**config.mk**
```make
export PLATFORM = sky130hd
export DESIGN_NAME = aead_mode_ctrl
export DESIGN_NICKNAME = d
export VERILOG_FILES = /design/src/rtl/aead_pkg.sv /design/src/rtl/aead_cmd_decode.sv /design/src/rtl/aead_call_fsm.sv /design/src/rtl/aead_mode_ctrl.sv
export SDC_FILE = /design/constraint.sdc
export NUM_CORES = 1
export LEC_CHECK = 0
export BUFFER_PORTS_ARGS = -buffer_cell sky130_fd_sc_hd__buf_4
export CORE_AREA = 2 2 253 255
export DETAILED_ROUTE_END_ITERATION = 8
export DIE_AREA = 0 0 255 257
export SETUP_SLACK_MARGIN = 0.4
export SYNTH_ARGS = -nofsm -noshare
export SYNTH_HDL_FRONTEND = slang
export SYNTH_SLANG_ARGS = --single-unit
```
**constraint.sdc**
```tcl
create_clock -name clk -period 4.2 [get_ports clk]
set_input_delay 0 -clock clk [delete_from_list [all_inputs] [get_ports clk]]
set_output_delay 0 -clock clk [all_outputs]
set_load 0.05 [all_outputs]
```
**src/rtl/aead_pkg.sv**
```systemverilog
package aead_pkg;

    typedef enum logic [2:0] {
        OP_NOP     = 3'd0,
        OP_ABSORB  = 3'd1,
        OP_LOAD    = 3'd2,
        OP_NONCE   = 3'd3,
        OP_CTEXT   = 3'd4,
        OP_TAG     = 3'd5
    } op_e;

    // Per-command control flags
    typedef struct packed {
        logic known;  // legal opcode
        logic upd;    // state is rewritten on accept
        logic call;   // cipher call follows
        logic emit;   // a data word is returned
        logic tag;    // the full state is returned
    } op_ctl_t;

    typedef enum logic [1:0] {
        CS_IDLE = 2'd0,
        CS_CALL = 2'd1,
        CS_WAIT = 2'd2
    } call_st_e;

    function automatic op_ctl_t decode_op(input logic [2:0] op);
        op_ctl_t c;
        c = '0;
        case (op)
            OP_ABSORB: c = '{known: 1'b1, upd: 1'b1, call: 1'b1, emit: 1'b1, tag: 1'b0};
            OP_LOAD:   c = '{known: 1'b1, upd: 1'b1, call: 1'b1, emit: 1'b0, tag: 1'b0};
            OP_NONCE:  c = '{known: 1'b1, upd: 1'b1, call: 1'b1, emit: 1'b0, tag: 1'b0};
            OP_CTEXT:  c = '{known: 1'b1, upd: 1'b1, call: 1'b1, emit: 1'b1, tag: 1'b0};
            OP_TAG:    c = '{known: 1'b1, upd: 1'b0, call: 1'b0, emit: 1'b0, tag: 1'b1};
            default:   c = '0;
        endcase
        return c;
    endfunction

endpackage

```
**src/rtl/aead_cmd_decode.sv**
```systemverilog
module aead_cmd_decode
    import aead_pkg::*;
#(
    parameter int STATE_W = 128,
    parameter int BLK_W   = 64,
    parameter int NONCE_W = 120,
    parameter int PAD_W   = STATE_W - NONCE_W,
    parameter logic [PAD_W-1:0] PAD_CONST = 'h01
) (
    input  logic [2:0]         op,
    input  logic [STATE_W-1:0] state,
    input  logic [BLK_W-1:0]   blk,
    input  logic [NONCE_W-1:0] nonce,
    output op_ctl_t            ctl,
    output logic [STATE_W-1:0] nxt_state,
    output logic [BLK_W-1:0]   out_word
);
    localparam int CAP_W = STATE_W - BLK_W;

    logic [BLK_W-1:0]   rate_old;
    logic [CAP_W-1:0]   cap_old;
    logic [STATE_W-1:0] nonce_mix;

    assign rate_old  = state[STATE_W-1 -: BLK_W];
    assign cap_old   = state[CAP_W-1:0];
    assign ctl       = decode_op(op);
    assign nonce_mix = {nonce, PAD_CONST};

    always_comb begin
        nxt_state = state;
        out_word  = rate_old ^ blk;
        case (op)
            OP_ABSORB: nxt_state = {rate_old ^ blk, cap_old};
            OP_LOAD:   nxt_state = {blk, cap_old};
            OP_NONCE:  nxt_state = state ^ nonce_mix;
            OP_CTEXT:  nxt_state = {blk, cap_old};
            default:   nxt_state = state;
        endcase
    end

endmodule

```
**src/rtl/aead_call_fsm.sv**
```systemverilog
module aead_call_fsm
    import aead_pkg::*;
(
    input  logic clk,
    input  logic rst,
    input  logic launch,
    input  logic done,
    output logic start,
    output logic busy,
    output logic waiting
);
    call_st_e st_q, st_d;

    always_comb begin
        st_d = st_q;
        case (st_q)
            CS_IDLE: if (launch) st_d = CS_CALL;
            CS_CALL: st_d = CS_WAIT;
            CS_WAIT: if (done) st_d = CS_IDLE;
            default: st_d = CS_IDLE;
        endcase
    end

    always_ff @(posedge clk) begin
        if (rst) st_q <= CS_IDLE;
        else     st_q <= st_d;
    end

    assign start   = (st_q == CS_CALL);
    assign busy    = (st_q != CS_IDLE);
    assign waiting = (st_q == CS_WAIT);

endmodule

```
**src/rtl/aead_mode_ctrl.sv**
```systemverilog
module aead_mode_ctrl
    import aead_pkg::*;
#(
    parameter int STATE_W = 128,
    parameter int BLK_W   = 64,
    parameter int NONCE_W = 120,
    parameter logic [STATE_W-NONCE_W-1:0] PAD_CONST = 'h01
) (
    input  logic               clk,
    input  logic               rst,
    input  logic               cmd_valid,
    input  logic [2:0]         cmd_op,
    input  logic [BLK_W-1:0]   blk_in,
    input  logic [NONCE_W-1:0] nonce_in,
    output logic               cmd_ready,
    output logic               busy,
    output logic               out_valid,
    output logic [BLK_W-1:0]   out_data,
    output logic               tag_valid,
    output logic [STATE_W-1:0] tag_out,
    output logic               cph_start,
    output logic [STATE_W-1:0] cph_din,
    input  logic               cph_done,
    input  logic [STATE_W-1:0] cph_dout
);
    localparam int PAD_W = STATE_W - NONCE_W;

    logic [STATE_W-1:0] state_q;
    logic [STATE_W-1:0] nxt_state;
    logic [BLK_W-1:0]   out_word;
    op_ctl_t            ctl;
    logic               accept;
    logic               waiting;

    aead_cmd_decode #(
        .STATE_W  (STATE_W),
        .BLK_W    (BLK_W),
        .NONCE_W  (NONCE_W),
        .PAD_W    (PAD_W),
        .PAD_CONST(PAD_CONST)
    ) u_dec (
        .op       (cmd_op),
        .state    (state_q),
        .blk      (blk_in),
        .nonce    (nonce_in),
        .ctl      (ctl),
        .nxt_state(nxt_state),
        .out_word (out_word)
    );

    assign accept = cmd_valid && !busy && ctl.known;

    aead_call_fsm u_fsm (
        .clk    (clk),
        .rst    (rst),
        .launch (accept && ctl.call),
        .done   (cph_done),
        .start  (cph_start),
        .busy   (busy),
        .waiting(waiting)
    );

    always_ff @(posedge clk) begin
        if (rst) begin
            state_q   <= '0;
            out_valid <= 1'b0;
            out_data  <= '0;
            tag_valid <= 1'b0;
            tag_out   <= '0;
        end else begin
            out_valid <= accept && ctl.emit;
            tag_valid <= accept && ctl.tag;
            if (accept && ctl.emit) out_data <= out_word;
            if (accept && ctl.tag)  tag_out  <= state_q;
            if (accept && ctl.upd)
                state_q <= nxt_state;
            else if (waiting && cph_done)
                state_q <= cph_dout;
        end
    end

    assign cmd_ready = !busy;
    assign cph_din   = state_q;

endmodule

```
==> impl_metrics.env, run 1 <==
export IMPL_status="completed"
export IMPL_row_count=92
export IMPL_drive_gt1_frac=0.2793
export IMPL_post_drt_wl_per_cell_um=19.79
export IMPL_use_met3=0.04845
export IMPL_vias=18990
export IMPL_numCtsBuffers=39
export IMPL_yosysTopAreaCell="dfxtp_1"
export IMPL_grt_pass1_vias=18280
export IMPL_clk_latency_ns=0.55
export IMPL_cts_tree="built"
export IMPL_multiInputGateArea_mm2=0.009035
export IMPL_ys_ff_latch=324
export IMPL_critPathKind="register to register"
export IMPL_die_h_um=257
export IMPL_cts_root_buf="clkbuf_16"
export IMPL_drc_errors=0
export IMPL_synth_common_cells="nand2_1 (334), dfxtp_1 (324), a21oi_1 (201)"
export IMPL_setup_viol=0
export IMPL_synthCells=2070
export IMPL_synth_top_area_share=0.3915
export IMPL_syn_num_nets=2389
export IMPL_synthArstFlopShare=0
export IMPL_antenna_found_initial=6
export IMPL_area_delta_synth_final_pct=58.78
export IMPL_grt_use_total=0.2175
export IMPL_viasPerCell=5.010
export IMPL_dr_pass1_iters=5
export IMPL_grt_pass1_wl_mm=111.1
export IMPL_dp_hpwl_mm=49.49
export IMPL_cts_htree_levels=2
export IMPL_slew_limit_headroom=0.2566
export IMPL_die_area_mm2=0.06554
export IMPL_yosysUniqueCellTypes=41
export IMPL_place_congestion=0.8628
export IMPL_totalWireLength_mm=75.00
export IMPL_post_cts_buffers=0
export IMPL_clk_pin_slew_ns=0.07
export IMPL_fin_setup_tns_ns=0
export IMPL_grt_max_degree=125
export IMPL_clock_skew_ns=0.02460
export IMPL_grtUsageMet2=0.3675
export IMPL_dieWidth_um=255
export IMPL_place_inst=3401
export IMPL_hold_slack_ns=0.1627
export IMPL_clk_path_buf_depth=3
export IMPL_synth_area_mm2=0.01657
export IMPL_synth_most_common_cell="nand2_1"
export IMPL_tightest_slew_ns=1.115
export IMPL_synth_area_top_cells="dfxtp_1 (39%), nand2_1 (7.6%), a21oi_1 (6.1%)"
export IMPL_ys_flop_type="dfxtp_1"
export IMPL_drtIter0Drc=1175
export IMPL_drv_cap=0
export IMPL_final_cells=3790
export IMPL_cp_required_ns=4.68
export IMPL_seq_area_mm2=0.006486
export IMPL_vdd_ir_drop_max_v=0.0002121
export IMPL_overflow=0
export IMPL_port_buffers=643
export IMPL_max_freq_mhz=299.1
export IMPL_use_met1=0.2598
export IMPL_nets=3235
export IMPL_synth_edf_count=0
export IMPL_arrival_ns=3.82
export IMPL_n_fill_cell=6321
export IMPL_final_min_clock_period_ns=3.343
export IMPL_antenna_left=0
export IMPL_yosysWarningCount=0
export IMPL_io_pins=644
export IMPL_drv_slew=0
export IMPL_cp_start_kind="register"
export IMPL_critPathCaptureType="register"
export IMPL_fin_crit_sh=0.7960
export IMPL_hold_path_class="primary input to register"
export IMPL_final_hold_viol_count=0
export IMPL_synth_avg_cell_area_um2=8.004
export IMPL_p_per_area_mw_per_mm2=336.0
export IMPL_busiest_layer="met2"
export IMPL_initial_core_util=0.2641
export IMPL_yosysSeqAreaShare=0.3915
export IMPL_rsz0062_at_grt="false"
export IMPL_core_mm2=0.06274
export IMPL_p_leak_uw=0.009809
export IMPL_path_max_fanout=37
export IMPL_cts_sinks=324
==> cell families after synthesis <==
| group | synth area share |
|---|---|
| DFF | 0.3915 |
| AOI/OAI and AO/OA | 0.2905 |
| and+or+nand+nor | 0.2149 |
| buffers and inverters | 0.06759 |
| muxes | 0.0006042 |
| xor gates and xnor gates | 0.03489 |
==> layer usage <==
layer / up-vias / wire (µm)
li1: 9082 / -
met1: 8994 / 30240
met2: 740 / 35610
met3: 161 / 5445
met4: 10 / 3646
met5: - / 57
==> flip-flops by register name (all words and copies together) (netlist names) <==
name / flops
tag_valid: 1
cph_din: 128
out_valid: 1
u_fsm.st_q: 2
tag_out: 128
out_data: 64
==> per-stage QoR <==
step / cell area, µm² / setup WS (ns) / utilization / total power, µW
final: 26310 / 0.8570 / 0.4193 / 8839
after CTS: 26300 / 0.6029 / 0.4192 / 8936
after detailed placement: 21880 / 1.176 / 0.3488 / 5280
after global routing: 26310 / 0.6093 / 0.4193 / 9213
after global placement: 21880 / 1.280 / 0.3488 / 5273
after floorplan: 16570 / 2.529 / - / 4563
==> path summary, 6_finish.rpt <==
kind,from,endpoint,slack [ns],depth (start not counted)
hold / removal,cmd_op[2],tag_out[41]$_SDFFE_PP0P_,0.16,4
hold reg to reg,tag_out[84]$_SDFFE_PP0P_,tag_out[84]$_SDFFE_PP0P_,0.45,2
setup / recovery,u_fsm.st_q[1]$_SDFFE_PP0P_,cph_din[115]$_SDFFE_PP0P_,0.86,6
setup reg to reg,u_fsm.st_q[1]$_SDFFE_PP0P_,cph_din[115]$_SDFFE_PP0P_,0.86,6
==> timing repair <==
action / in CTS / in global routing
endpoints found under the hold margin: 215 / 0
hold buffers: 320 / 0
gates resized for setup: 0 / 1
setup endpoints to repair: 0 / 6
==> area by class of cell <==
type / count / share of cell area
sequential: 324 / 0.2466
antenna: 1 / 0.00009512
clock inverter: 15 / 0.004090
multi-input combinational: 1504 / 0.3434
clock buffer: 53 / 0.04214
timing repair buffer: 988 / 0.3150
tap: 846 / 0.04024
inverter: 59 / 0.008418
==> power breakdown <==
group / internal [µW] / switching, µW
combinational: 914 / 1190
sequential: 3200 / 202
clock: 1910 / 1420
total: 6020 / 2820
==> critical path: stages (launching register included) <==
cell and delay [ns]:
dfxtp_1 0.36, nor3b_1 0.70, and3_4 0.69, buf_4 0.45, o21ai_0 0.16, a221oi_2 0.29
dlygate4sd3_1 0.58
==> cell usage in the layout, fill, tap and decap left out, types with 4 or more instances in the layout <==
cell	n
buf_4	662
nand2_1	334
dfxtp_1	324
dlygate4sd3_1	320
a21oi_1	201
o21ai_0	195
nor2_1	138
nor3b_1	119
xnor2_1	66
a221oi_1	64
a211oi_1	64
nor3_1	63
nand2b_1	60
inv_1	59
a221oi_2	51
o21ai_1	42
clkbuf_16	39
a2111oi_2	28
a2111oi_0	27
clkinv_2	12
a31oi_1	8
clkbuf_8	8
clkbuf_1	6
o22ai_1	5
or3_1	5
buf_12	5
nand3_1	4
nor2b_1	4
Power figures use the tool's default switching activity.
==> run 2: changes to the inputs <==
CORE_AREA = 2 2 254 256   (was 2 2 253 255)
DIE_AREA = 0 0 256 258   (was 0 0 255 257)
clock period = 2.9 ns   (was 4.2 ns; I/O delays follow)
==> impl_metrics.env, run 2 (synthesis results as in run 1) <==
export IMPL_status="completed"
export IMPL_clockPowerShare=0.391
export IMPL_totalWireLength_mm=75.39
export IMPL_p_sw_uw=4097
export IMPL_p_comb_frac=0.237
export IMPL_grt_use_total=0.2130
export IMPL_place_congestion=0.8522
export IMPL_clk_pin_slew_ns=0.06
export IMPL_antenna_left=0
export IMPL_drc_errors=0
export IMPL_worst_slack_ns=0.3787
export IMPL_dr_pass1_iters=6
export IMPL_cp_required_ns=3.30
export IMPL_tightest_slew_ns=1.011
export IMPL_cts_sinks=324
export IMPL_cp_start_kind="register"
export IMPL_slowest_delay_ns=0.62
export IMPL_clk_latency_ns=0.56
export IMPL_max_freq_mhz=396.6
export IMPL_hold_path_class="primary input to register"
export IMPL_dp_hpwl_mm=49.44
export IMPL_rsz0062_at_grt="true"
export IMPL_nets=3251
export IMPL_drv_slew=0
export IMPL_r2r_setup_slack_ns=0.38
export IMPL_fin_setup_tns_ns=0
export IMPL_critPathCaptureType="register"
export IMPL_grt_max_degree=125
export IMPL_final_hold_viol_count=0
export IMPL_cts_tree="built"
export IMPL_vdd_ir_drop_max_v=0.0003188
export IMPL_die_area_mm2=0.06605
export IMPL_switching_share=0.3091
export IMPL_cts_root_buf="clkbuf_16"
export IMPL_die_h_um=258
export IMPL_grt_pass1_wl_mm=110.7
export IMPL_path_cells="or3b_4 -> o21ai_4 -> buf_12 -> clkbuf_16 -> o21ai_1 -> a221oi_1 -> dlygate4sd3_1 -> nor2_1"
export IMPL_slew_limit_headroom=0.3259
export IMPL_cts_htree_levels=2
export IMPL_area_delta_synth_final_pct=61.86
export IMPL_place_inst=3424
export IMPL_antenna_found_initial=6
export IMPL_drv_cap=0
export IMPL_final_cells=3817
export IMPL_dpl_worst_slack_ns=0.6932
export IMPL_numCtsBuffers=40
export IMPL_path_max_fanout=14
export IMPL_cp_slowest_cell="dlygate4sd3_1"
export IMPL_p_leak_uw=0.01001
export IMPL_clk_path_buf_depth=3
export IMPL_post_drt_wl_per_cell_um=19.75
export IMPL_clock_skew_ns=0.01233
export IMPL_cellInternalPower_uw=9158
export IMPL_grt_pass1_vias=18170
export IMPL_dieWidth_um=256
export IMPL_drive_gt1_frac=0.2876
export IMPL_final_min_clock_period_ns=2.521
export IMPL_power_uw=13260
export IMPL_vias=18970
export IMPL_drtIter0Drc=1154
export IMPL_fin_crit_sh=0.8694
export IMPL_port_buffers=643
export IMPL_viasPerCell=4.969
export IMPL_row_count=93
export IMPL_initial_core_util=0.2603
export IMPL_core_mm2=0.06365
export IMPL_arrival_ns=2.93
export IMPL_p_per_area_mw_per_mm2=494.3
export IMPL_critPathKind="register to register"
export IMPL_io_pins=644
export IMPL_hold_slack_ns=0.05084
export IMPL_overflow=0
export IMPL_final_cell_mix="buf_4 (665), nand2_1 (334), dfxtp_1 (322)"
export IMPL_seqPwrFrac=0.372
export IMPL_final_common_cell="buf_4"
export IMPL_setup_viol=0
run 2: cell types whose count changed in the layout (fill, tap and decap cells not counted), sizes merged, moves of 3 or more:
cell / change
clkinv: -9
bufinv: +3
clkbuf: +8
buf: +19
dlygate4sd3: -9
run 2: path summary, 6_finish.rpt:
kind                                            startpoint                        end  depth (start not counted)
worst max-delay path            u_fsm.st_q[0]$_SDFFE_PP0P_   cph_din[30]$_SDFFE_PP0P_                          8
worst min-delay path                             cmd_op[1]  out_data[63]$_SDFFE_PP0P_                          4
worst max register to register  u_fsm.st_q[0]$_SDFFE_PP0P_   cph_din[30]$_SDFFE_PP0P_                          8
worst min register to register    tag_out[16]$_SDFFE_PP0P_   tag_out[16]$_SDFFE_PP0P_                          2
run 2: cell type report:
type	instances	area, µm²
diodes	3	7.507
clock buffers	58	1170
clock inverters	11	168.9
fillers	6350	36830
inverters	59	221.5
multi-input cells	1504	9077
flip-flops and latches	324	6489
well taps	855	1070
repair buffers	1003	8615
run 2: per-layer routing:
metal	GRT usage	routed length [µm]	vias to the layer above	part of all wire
li1	-	-	9136	-
met1	0.2523	30390	8926	0.40
met2	0.3687	36470	750	0.48
met3	0.05094	5325	146	0.071
met4	0.08918	3150	8	0.042
met5	0	53	-	0.00070
run 2: power by group through the flow:
stage	Sequential, µW	Combinational [µW]	Clock, µW
3_3_place_gp	5030	2660	0
4_1_cts	4930	3080	5310
6_report	4930	3140	5180
2_1_floorplan	5570	1040	0
5_1_grt	4960	3330	5480
3_5_place_dp	5030	2680	0
run 2: worst max-delay path, delay by kind of cell, from the launching register on:
| family | cells | cell delay, ns |
|---|---|---|
| flip-flops | 1 | 0.34 |
| buffers and inverters | 3 | 0.95 |
| AND/OR/NAND/NOR | 2 | 0.49 |
| AO/OA/AOI/OAI | 3 | 0.57 |
run 2: metrics by stage:
stage | utilization | instance area [µm²]
floorplan | - | 16570
global placement | 0.3478 | 22140
detailed placement | 0.3478 | 22140
CTS | 0.4180 | 26610
global route | 0.4213 | 26820
finish | 0.4213 | 26820
run 2: what timing repair did:
item | 4_1_cts | 5_1_grt
resized for setup | 0 | 15
hold endpoints to repair | 195 | 3
setup buffers | 0 | 5
hold buffers | 313 | 3
endpoints found under the setup margin | 0 | 108
